--- src/rtl/alarm_cmp.sv ---
module alarm_cmp #(
  parameter int CNT_W = 52,
  parameter int LO_W  = 32,
  parameter int PER_W = 26
) (
  input  logic               clk,
  input  logic               rst_n,
  input  logic [CNT_W-1:0]   cnt_a,
  input  logic [CNT_W-1:0]   cnt_b,
  input  logic               work_en,
  input  logic               wr_lo,
  input  logic [LO_W-1:0]    lo_data,
  input  logic               wr_hi,
  input  logic [CNT_W-LO_W-1:0] hi_data,
  input  logic               wr_cfg,
  input  logic [PER_W-1:0]   cfg_period,
  input  logic               cfg_periodic,
  input  logic               cfg_use_b,
  input  logic               load,
  input  logic               irq_en,
  input  logic               irq_clr,
  output logic [LO_W-1:0]    real_lo,
  output logic [CNT_W-LO_W-1:0] real_hi,
  output logic               irq_raw,
  output logic               irq_st
);
  localparam int HI_W  = CNT_W - LO_W;
  localparam int PAD_W = CNT_W - PER_W;

  logic [LO_W-1:0]  sh_lo;
  logic [HI_W-1:0]  sh_hi;
  logic [PER_W-1:0] sh_per;
  logic             sh_mode, sh_sel;

  logic [PER_W-1:0] act_period;
  logic             act_mode, act_sel;
  logic [CNT_W-1:0] real_tgt;
  logic             armed;

  logic [CNT_W-1:0] cnt_now, cnt_arm;
  logic             hit;

  always_ff @(posedge clk or negedge rst_n) begin
    if (!rst_n) begin
      sh_lo   <= '0;
      sh_hi   <= '0;
      sh_per  <= '0;
      sh_mode <= 1'b0;
      sh_sel  <= 1'b0;
    end else begin
      if (wr_lo)  sh_lo <= lo_data;
      if (wr_hi)  sh_hi <= hi_data;
      if (wr_cfg) begin
        sh_per  <= cfg_period;
        sh_mode <= cfg_periodic;
        sh_sel  <= cfg_use_b;
      end
    end
  end

  assign cnt_now = act_sel ? cnt_b : cnt_a;
  assign cnt_arm = sh_sel  ? cnt_b : cnt_a;

  assign hit = work_en && armed && (cnt_now >= real_tgt) &&
               (!act_mode || (act_period != '0));

  always_ff @(posedge clk or negedge rst_n) begin
    if (!rst_n) begin
      act_period <= '0;
      act_mode   <= 1'b0;
      act_sel    <= 1'b0;
      real_tgt   <= '0;
      armed      <= 1'b0;
    end else if (load) begin
      act_period <= sh_per;
      act_mode   <= sh_mode;
      act_sel    <= sh_sel;
      real_tgt   <= sh_mode ? cnt_arm + {{PAD_W{1'b0}}, sh_per} : {sh_hi, sh_lo};
      armed      <= 1'b1;
    end else if (hit) begin
      if (act_mode) real_tgt <= real_tgt + {{PAD_W{1'b0}}, act_period};
      else          armed    <= 1'b0;
    end
  end

  always_ff @(posedge clk or negedge rst_n) begin
    if (!rst_n)       irq_raw <= 1'b0;
    else if (hit)     irq_raw <= 1'b1;
    else if (irq_clr) irq_raw <= 1'b0;
  end

  assign irq_st  = irq_raw & irq_en;
  assign real_lo = real_tgt[LO_W-1:0];
  assign real_hi = real_tgt[CNT_W-1:LO_W];
endmodule

--- config.mk ---
export PLATFORM = sky130hd
export DESIGN_NAME = alarm_cmp
export DESIGN_NICKNAME = d
export VERILOG_FILES = /design/src/rtl/alarm_cmp.sv
export SDC_FILE = /design/constraint.sdc
export NUM_CORES = 1
export LEC_CHECK = 0
export ABC_CLOCK_PERIOD_IN_PS = 10900
export BUFFER_PORTS_ARGS = -buffer_cell sky130_fd_sc_hd__buf_2
export CAP_MARGIN = 20
export CORE_ASPECT_RATIO = 1.2
export CORE_UTILIZATION = 62
export DETAILED_ROUTE_END_ITERATION = 8
export GPL_ROUTABILITY_DRIVEN = 0
export MAX_ROUTING_LAYER = met4
export PLACE_DENSITY_LB_ADDON = 0.08
export SLEW_MARGIN = 20
export SYNTH_ARGS = -nofsm -noshare
export SYNTH_HDL_FRONTEND = slang
export SYNTH_SLANG_ARGS = --single-unit
--- constraint.sdc ---
create_clock -name clk -period 10.9 [get_ports clk]
set_input_delay 1.09 -clock clk [delete_from_list [all_inputs] [get_ports clk]]
set_output_delay 1.09 -clock clk [all_outputs]
set_load 0.005 [all_outputs]
## Word level (Yosys, flattened, before mapping)

Index checks and enable logic that the tools add are counted.

| word-level totals | value |
|---|---|
| word-level logic and storage cells | 38 |
| input bits | 193 |
| output and inout port bits | 54 |
| register bits after elaboration | 162 |

| cells by class | value |
|---|---|
| add/sub/neg operators | 2 |
| magnitude comparators | 1 |
| equal/unequal tests | 1 |
| reduce and logical (&&, ||, !) cells | 11 |
| mux-type cells | 11 |
| bitwise operators | 1 |

Operator list:

| kind | number |
|---|---|
| 2-to-1 mux 52 bit | 6 |
| adder 52 x 26 -> 52 bit | 2 |
| >= comparator 52 bit | 1 |
| nonzero test 26 bit | 1 |
| nonzero test 2 bit | 3 |
| 2-to-1 mux 1 bit | 5 |
| AND reduction 2 bit | 2 |
| logical AND 1 bit | 3 |
| inequality test 2 bit (second input constant) | 1 |
| bitwise AND 1 bit | 1 |
| logical NOT 1 bit | 1 |
| logical OR 1 bit | 1 |

## Longest topological paths before layout

| logic depth | value |
|---|---|
| word-level depth | 6 |
| mapped depth | 18 |

## Least setup slack after synthesis

OpenSTA, ideal clock, no wires.

| timing | value |
|---|---|
| kind | flip-flop to flip-flop |
| from | register sh_sel |
| to | register real_tgt[30] |
| arrival | 4413 ps |
| cell stages (with the launch flop) | 19 |
| slack | 6350 ps |
| path through | dfrtp_1 > buf_2 > buf_6 > buf_4 > buf_1 > buf_2 > buf_1 > mux2_2 > ha_1 > fa_1 > a21o_1 > a221o_1 > o2111ai_1 > and3_1 > clkbuf_1 > a21boi_0 > xnor2_1 > a211oi_1 > a21oi_1 |

| on the way | value |
|---|---|
| word-level cells in the longest chain between the ends | 4 |

RTL lines:

| element | line | RTL |
|---|---|---|
| start: declaration | 33 | `logic sh_mode, sh_sel;` |
| start signal: assignment | 56 | `sh_sel <= cfg_use_b;` |
| 2-to-1 mux 52 bit | 62 | `assign cnt_arm = sh_sel ? cnt_b : cnt_a;` |
| adder 52 x 26 -> 52 bit | 78 | `real_tgt <= sh_mode ? cnt_arm + {{PAD_W{1'b0}}, sh_per} : {sh_hi, sh_lo};` |
| 2-to-1 mux 52 bit | 78 |  |
| 2-to-1 mux 52 bit | 74 | `end else if (load) begin` |
| end signal: assignment | 78 |  |
| end signal: assignment | 81 | `if (act_mode) real_tgt <= real_tgt + {{PAD_W{1'b0}}, act_period};` |
| end: declaration | 37 | `logic [CNT_W-1:0] real_tgt;` |

Every way passes these cells.
A chain may end at the register's enable or synchronous reset.

## Worst setup path after layout

| timing | value |
|---|---|
| from | register sh_sel |
| to | register real_tgt[31] |

The elaborated chain is that of the path after synthesis.

==> impl_metrics.env <==
export IMPL_drc=0
export IMPL_numCtsBuffers=17
export IMPL_cts_sinks=162
export IMPL_antenna_found_initial=2
export IMPL_postSynth_topFlopCell="dfrtp_1"
export IMPL_mean_post_synth_cell_area_um2=9.340
export IMPL_ff2ff_path_depth=11
export IMPL_edff_count_synth=0
export IMPL_flops_latches_synth=162
export IMPL_cts_root_to_sink_buffers=2
export IMPL_drv_max_cap_violation_count=0
export IMPL_vias=12870
export IMPL_num_rows=58
export IMPL_post_drt_wl_per_cell_um=22.33
export IMPL_final_nets=1955
export IMPL_setup_viol=0
export IMPL_critical_path_max_stage_delay_ns=0.72
export IMPL_synth_compound_area_frac=0.2019
export IMPL_pin_count=247
export IMPL_clock_skew_ns=0.01095
export IMPL_cts_setup_buffers=0
export IMPL_global_router_s_overall_resource_usage=0.4099
export IMPL_post_place_cells=1907
export IMPL_number_of_cells_on_the_critical_path=11
export IMPL_buffer_ports_inserted=246
export IMPL_clock_root_buffer="clkbuf_16"
export IMPL_power_per_cell_area_nw_per_um2=165.5
export IMPL_initial_core_util=0.6378
export IMPL_dr_pass1_iters=6
export IMPL_syn_num_nets=1746
export IMPL_hold_class="reg2reg"
export IMPL_standard_cell_core_area_um2=21190
export IMPL_post_cts_resize_count=0
export IMPL_htree_num_levels=4
export IMPL_via_per_inst=6.635
export IMPL_tritoncts_clock_tree="built"
export IMPL_slew_limit_headroom=0.3057
export IMPL_timing_hold_worst_path_depth=1
export IMPL_clk_transition_reported_paths_ns=0.07
export IMPL_finalWirelength_mm=43.32
export IMPL_postRouteAntennaNets=0
export IMPL_ys_warnings_count=0
export IMPL_synthXorXnorAreaFrac=0.04666
export IMPL_instances_no_fill=1940
export IMPL_min_clock_period_post_route_ns=4.525
export IMPL_end_kind="register"
export IMPL_arrival_ns=4.87
export IMPL_outcome="finished, final reports clean"
export IMPL_number_of_filler_instances_in_the_final_layout=1680
export IMPL_post_synth_and_or_nand_nor_area_fraction=0.1329
export IMPL_grt_pass1_vias=12780
export IMPL_drive_above_1_share=0.3004
export IMPL_start_kind="register"
export IMPL_hpwl_detailed_mm=32.46
export IMPL_critical_path_peak_fanout=74
export IMPL_worst_margin_slew_ns=1.041
export IMPL_critical_path_cell_chain="buf_4 -> mux2_2 -> ha_1 -> a21oi_1 -> nand2_1 -> a2111oi_1 -> a21oi_1 -> a21oi_2 -> or3_1 -> a31oi_1 -> nor3b_1"
export IMPL_muxShareOfSynthArea=0.1745
export IMPL_grt_max_degree=87
export IMPL_clock_latency_ns=0.44
export IMPL_final_period_utilization=0.4151
export IMPL_grt_first_pass_wirelength_mm=66.88
export IMPL_hold_violations=0
export IMPL_area_delta_synth_final_pct=14.35
export IMPL_grt_setup_unrepaired="no"
export IMPL_p_leak_nw=7.027
export IMPL_overflow=0
export IMPL_post_synth_instance_area_um2=13520
export IMPL_critical_path_top_cell_by_count="a21oi_1"
export IMPL_post_layout_total_power_mw=2.558
export IMPL_slowest_stage="buf_4"
export IMPL_die_h_um=163.7
export IMPL_syn_instance_count=1447
export IMPL_combinational_family_with_the_most_area_after_synthesis="compound AO/OA/AOI/OAI gates"
export IMPL_max_freq_ghz=0.2210
export IMPL_crit_buf_inv=1
export IMPL_post_synth_fa_ha_maj_area_fraction=0.09924
export IMPL_netlist_cell_type_count=80
export IMPL_timing_max_transition_violations_final=0
export IMPL_async_flop_share=1.000
export IMPL_dieWidth_um=136.8
export IMPL_die_footprint_um2=22400
export IMPL_totalNegativeSetupSlack_ns=0
export IMPL_postCtsHoldBufs=0
export IMPL_dr_first_iter_drc_count=1137
export IMPL_cp_required_ns=11.25
export IMPL_worst_setup_path_type="reg2reg"
export IMPL_vdd_ir_drop_max_mv=0.1157
export IMPL_seq_area_frac_synth=0.2999
export IMPL_crit_family="compound AO/OA/AOI/OAI gates"
stage by stage:
| stage | area (um2) | utilization | hold WS, ns | setup WS [ns] |
|---|---|---|---|---|
| 2_1_floorplan | 13520 | - | 0.4414 | 6.350 |
| 3_3_place_gp | 14860 | 0.7014 | 0.4555 | 6.576 |
| 3_5_place_dp | 14860 | 0.7014 | 0.4577 | 6.525 |
| 4_1_cts | 15450 | 0.7289 | 0.4733 | 6.488 |
| 5_1_grt | 15450 | 0.7293 | 0.4887 | 6.090 |
| 6_report | 15450 | 0.7293 | 0.4708 | 6.375 |
cells in the mapped netlist (all sizes together) (5+ instances only):
cell type,number,share of area
nand4,32,0.015
a221oi,5,0.0042
nand4b,5,0.0044
buf,27,0.012
nor3,16,0.0059
a31oi,23,0.011
and2,7,0.0032
ha,104,0.096
a21boi,8,0.0044
mux2,181,0.15
xor2,27,0.017
nor2b,21,0.0097
nor4,21,0.012
o2111ai,6,0.0039
nor2,57,0.016
o22ai,5,0.0023
nand2,104,0.029
a21o,40,0.022
nor3b,5,0.0028
o31ai,6,0.0033
nand2b,9,0.0042
or3,7,0.0032
a211oi,28,0.019
o211ai,8,0.0044
a2111oi,8,0.0081
o21ai,72,0.027
mux2i,32,0.024
dfrtp,162,0.30
and3,13,0.0060
nand3,20,0.0074
xnor2,45,0.029
a21oi,138,0.051
o21a,10,0.0056
clkbuf,40,0.011
and4,6,0.0039
inv,76,0.021
a32oi,9,0.0058
placed cells by master, fill, tap and decap left out, drive strengths merged, types with 7 or more instances in the layout:
master and instances:
inv 79, xnor2 45, a21oi 138, dfrtp 162, mux2i 32, a211oi 28, ha 104, nand3 20
nor2 57, a21boi 8, clkbuf 18, a21o 40, o21ai 72, a32oi 9, nand2 104, xor2 27
o21a 10, and3 13, nand4 32, o211ai 8, buf 257, a2111oi 8, nand2b 9, nor2b 21
a31oi 23, and2 7, nor3 16, nor4 21, or3 7, mux2 181
worst reg2reg max path, cell delays in order (launching register included):
cell,delay (ns)
dfrtp_4,0.57
buf_4,0.74
mux2_2,0.44
ha_1,0.35
a21oi_1,0.41
nand2_1,0.12
a2111oi_1,0.58
a21oi_1,0.23
a21oi_2,0.49
or3_1,0.20
a31oi_1,0.08
nor3b_1,0.24
final timing paths:
check                                     to  slack (ns)    from
worst max-delay path            real_tgt[31]        6.38  sh_sel
worst min-delay path                   armed        0.47   armed
worst max register to register  real_tgt[31]        6.38  sh_sel
worst min register to register         armed        0.47   armed
max in group asynchronous            act_sel        8.95   rst_n
min in group asynchronous           sh_hi[6]        0.70   rst_n
layer usage:
metal	up-vias	global-route usage	part of all wire	routed length, um
met5	-	-	0	0
met1	6103	0.4405	0.36	15520
li1	5808	-	-	-
met4	0	0.3497	0.098	4235
met2	738	0.6624	0.46	20130
met3	223	0.06173	0.079	3434
cells by family (layout without fill, tap and decap cells):
family	after synthesis	in the layout
AO/OA/AOI/OAI	410	410
XOR/XNOR	72	72
adder cells (fa/ha/maj)	106	106
buffers and inverters	144	365
flip-flops	162	162
multiplexers	213	213
other	0	2
AND/OR/NAND/NOR	340	340
final cells by class:
class                      count  area, um2  area share
antenna                        2      5.005   0.0003238
clock inverter                13      153.9    0.009958
timing repair buffer         257       1324     0.08565
sequential                   162       4060      0.2627
multi-input combinational   1141       8856      0.5730
clock buffer                  18      429.2     0.02777
inverter                      77      289.0     0.01870
tap                          270      337.8     0.02186
flip-flops by register name, indices dropped and copies added (netlist names), 20 cells and up:
register / count
sh_hi: 20
act_period: 26
sh_per: 26
real_tgt: 52
sh_lo: 32
where the power goes:
| part | internal, mW | switching (mW) | total (mW) |
|---|---|---|---|
| logic | 0.482 | 0.664 | 1.15 |
| registers | 0.688 | 0.108 | 0.796 |
| clock network | 0.341 | 0.275 | 0.616 |
(Power assumes the default switching activity.)
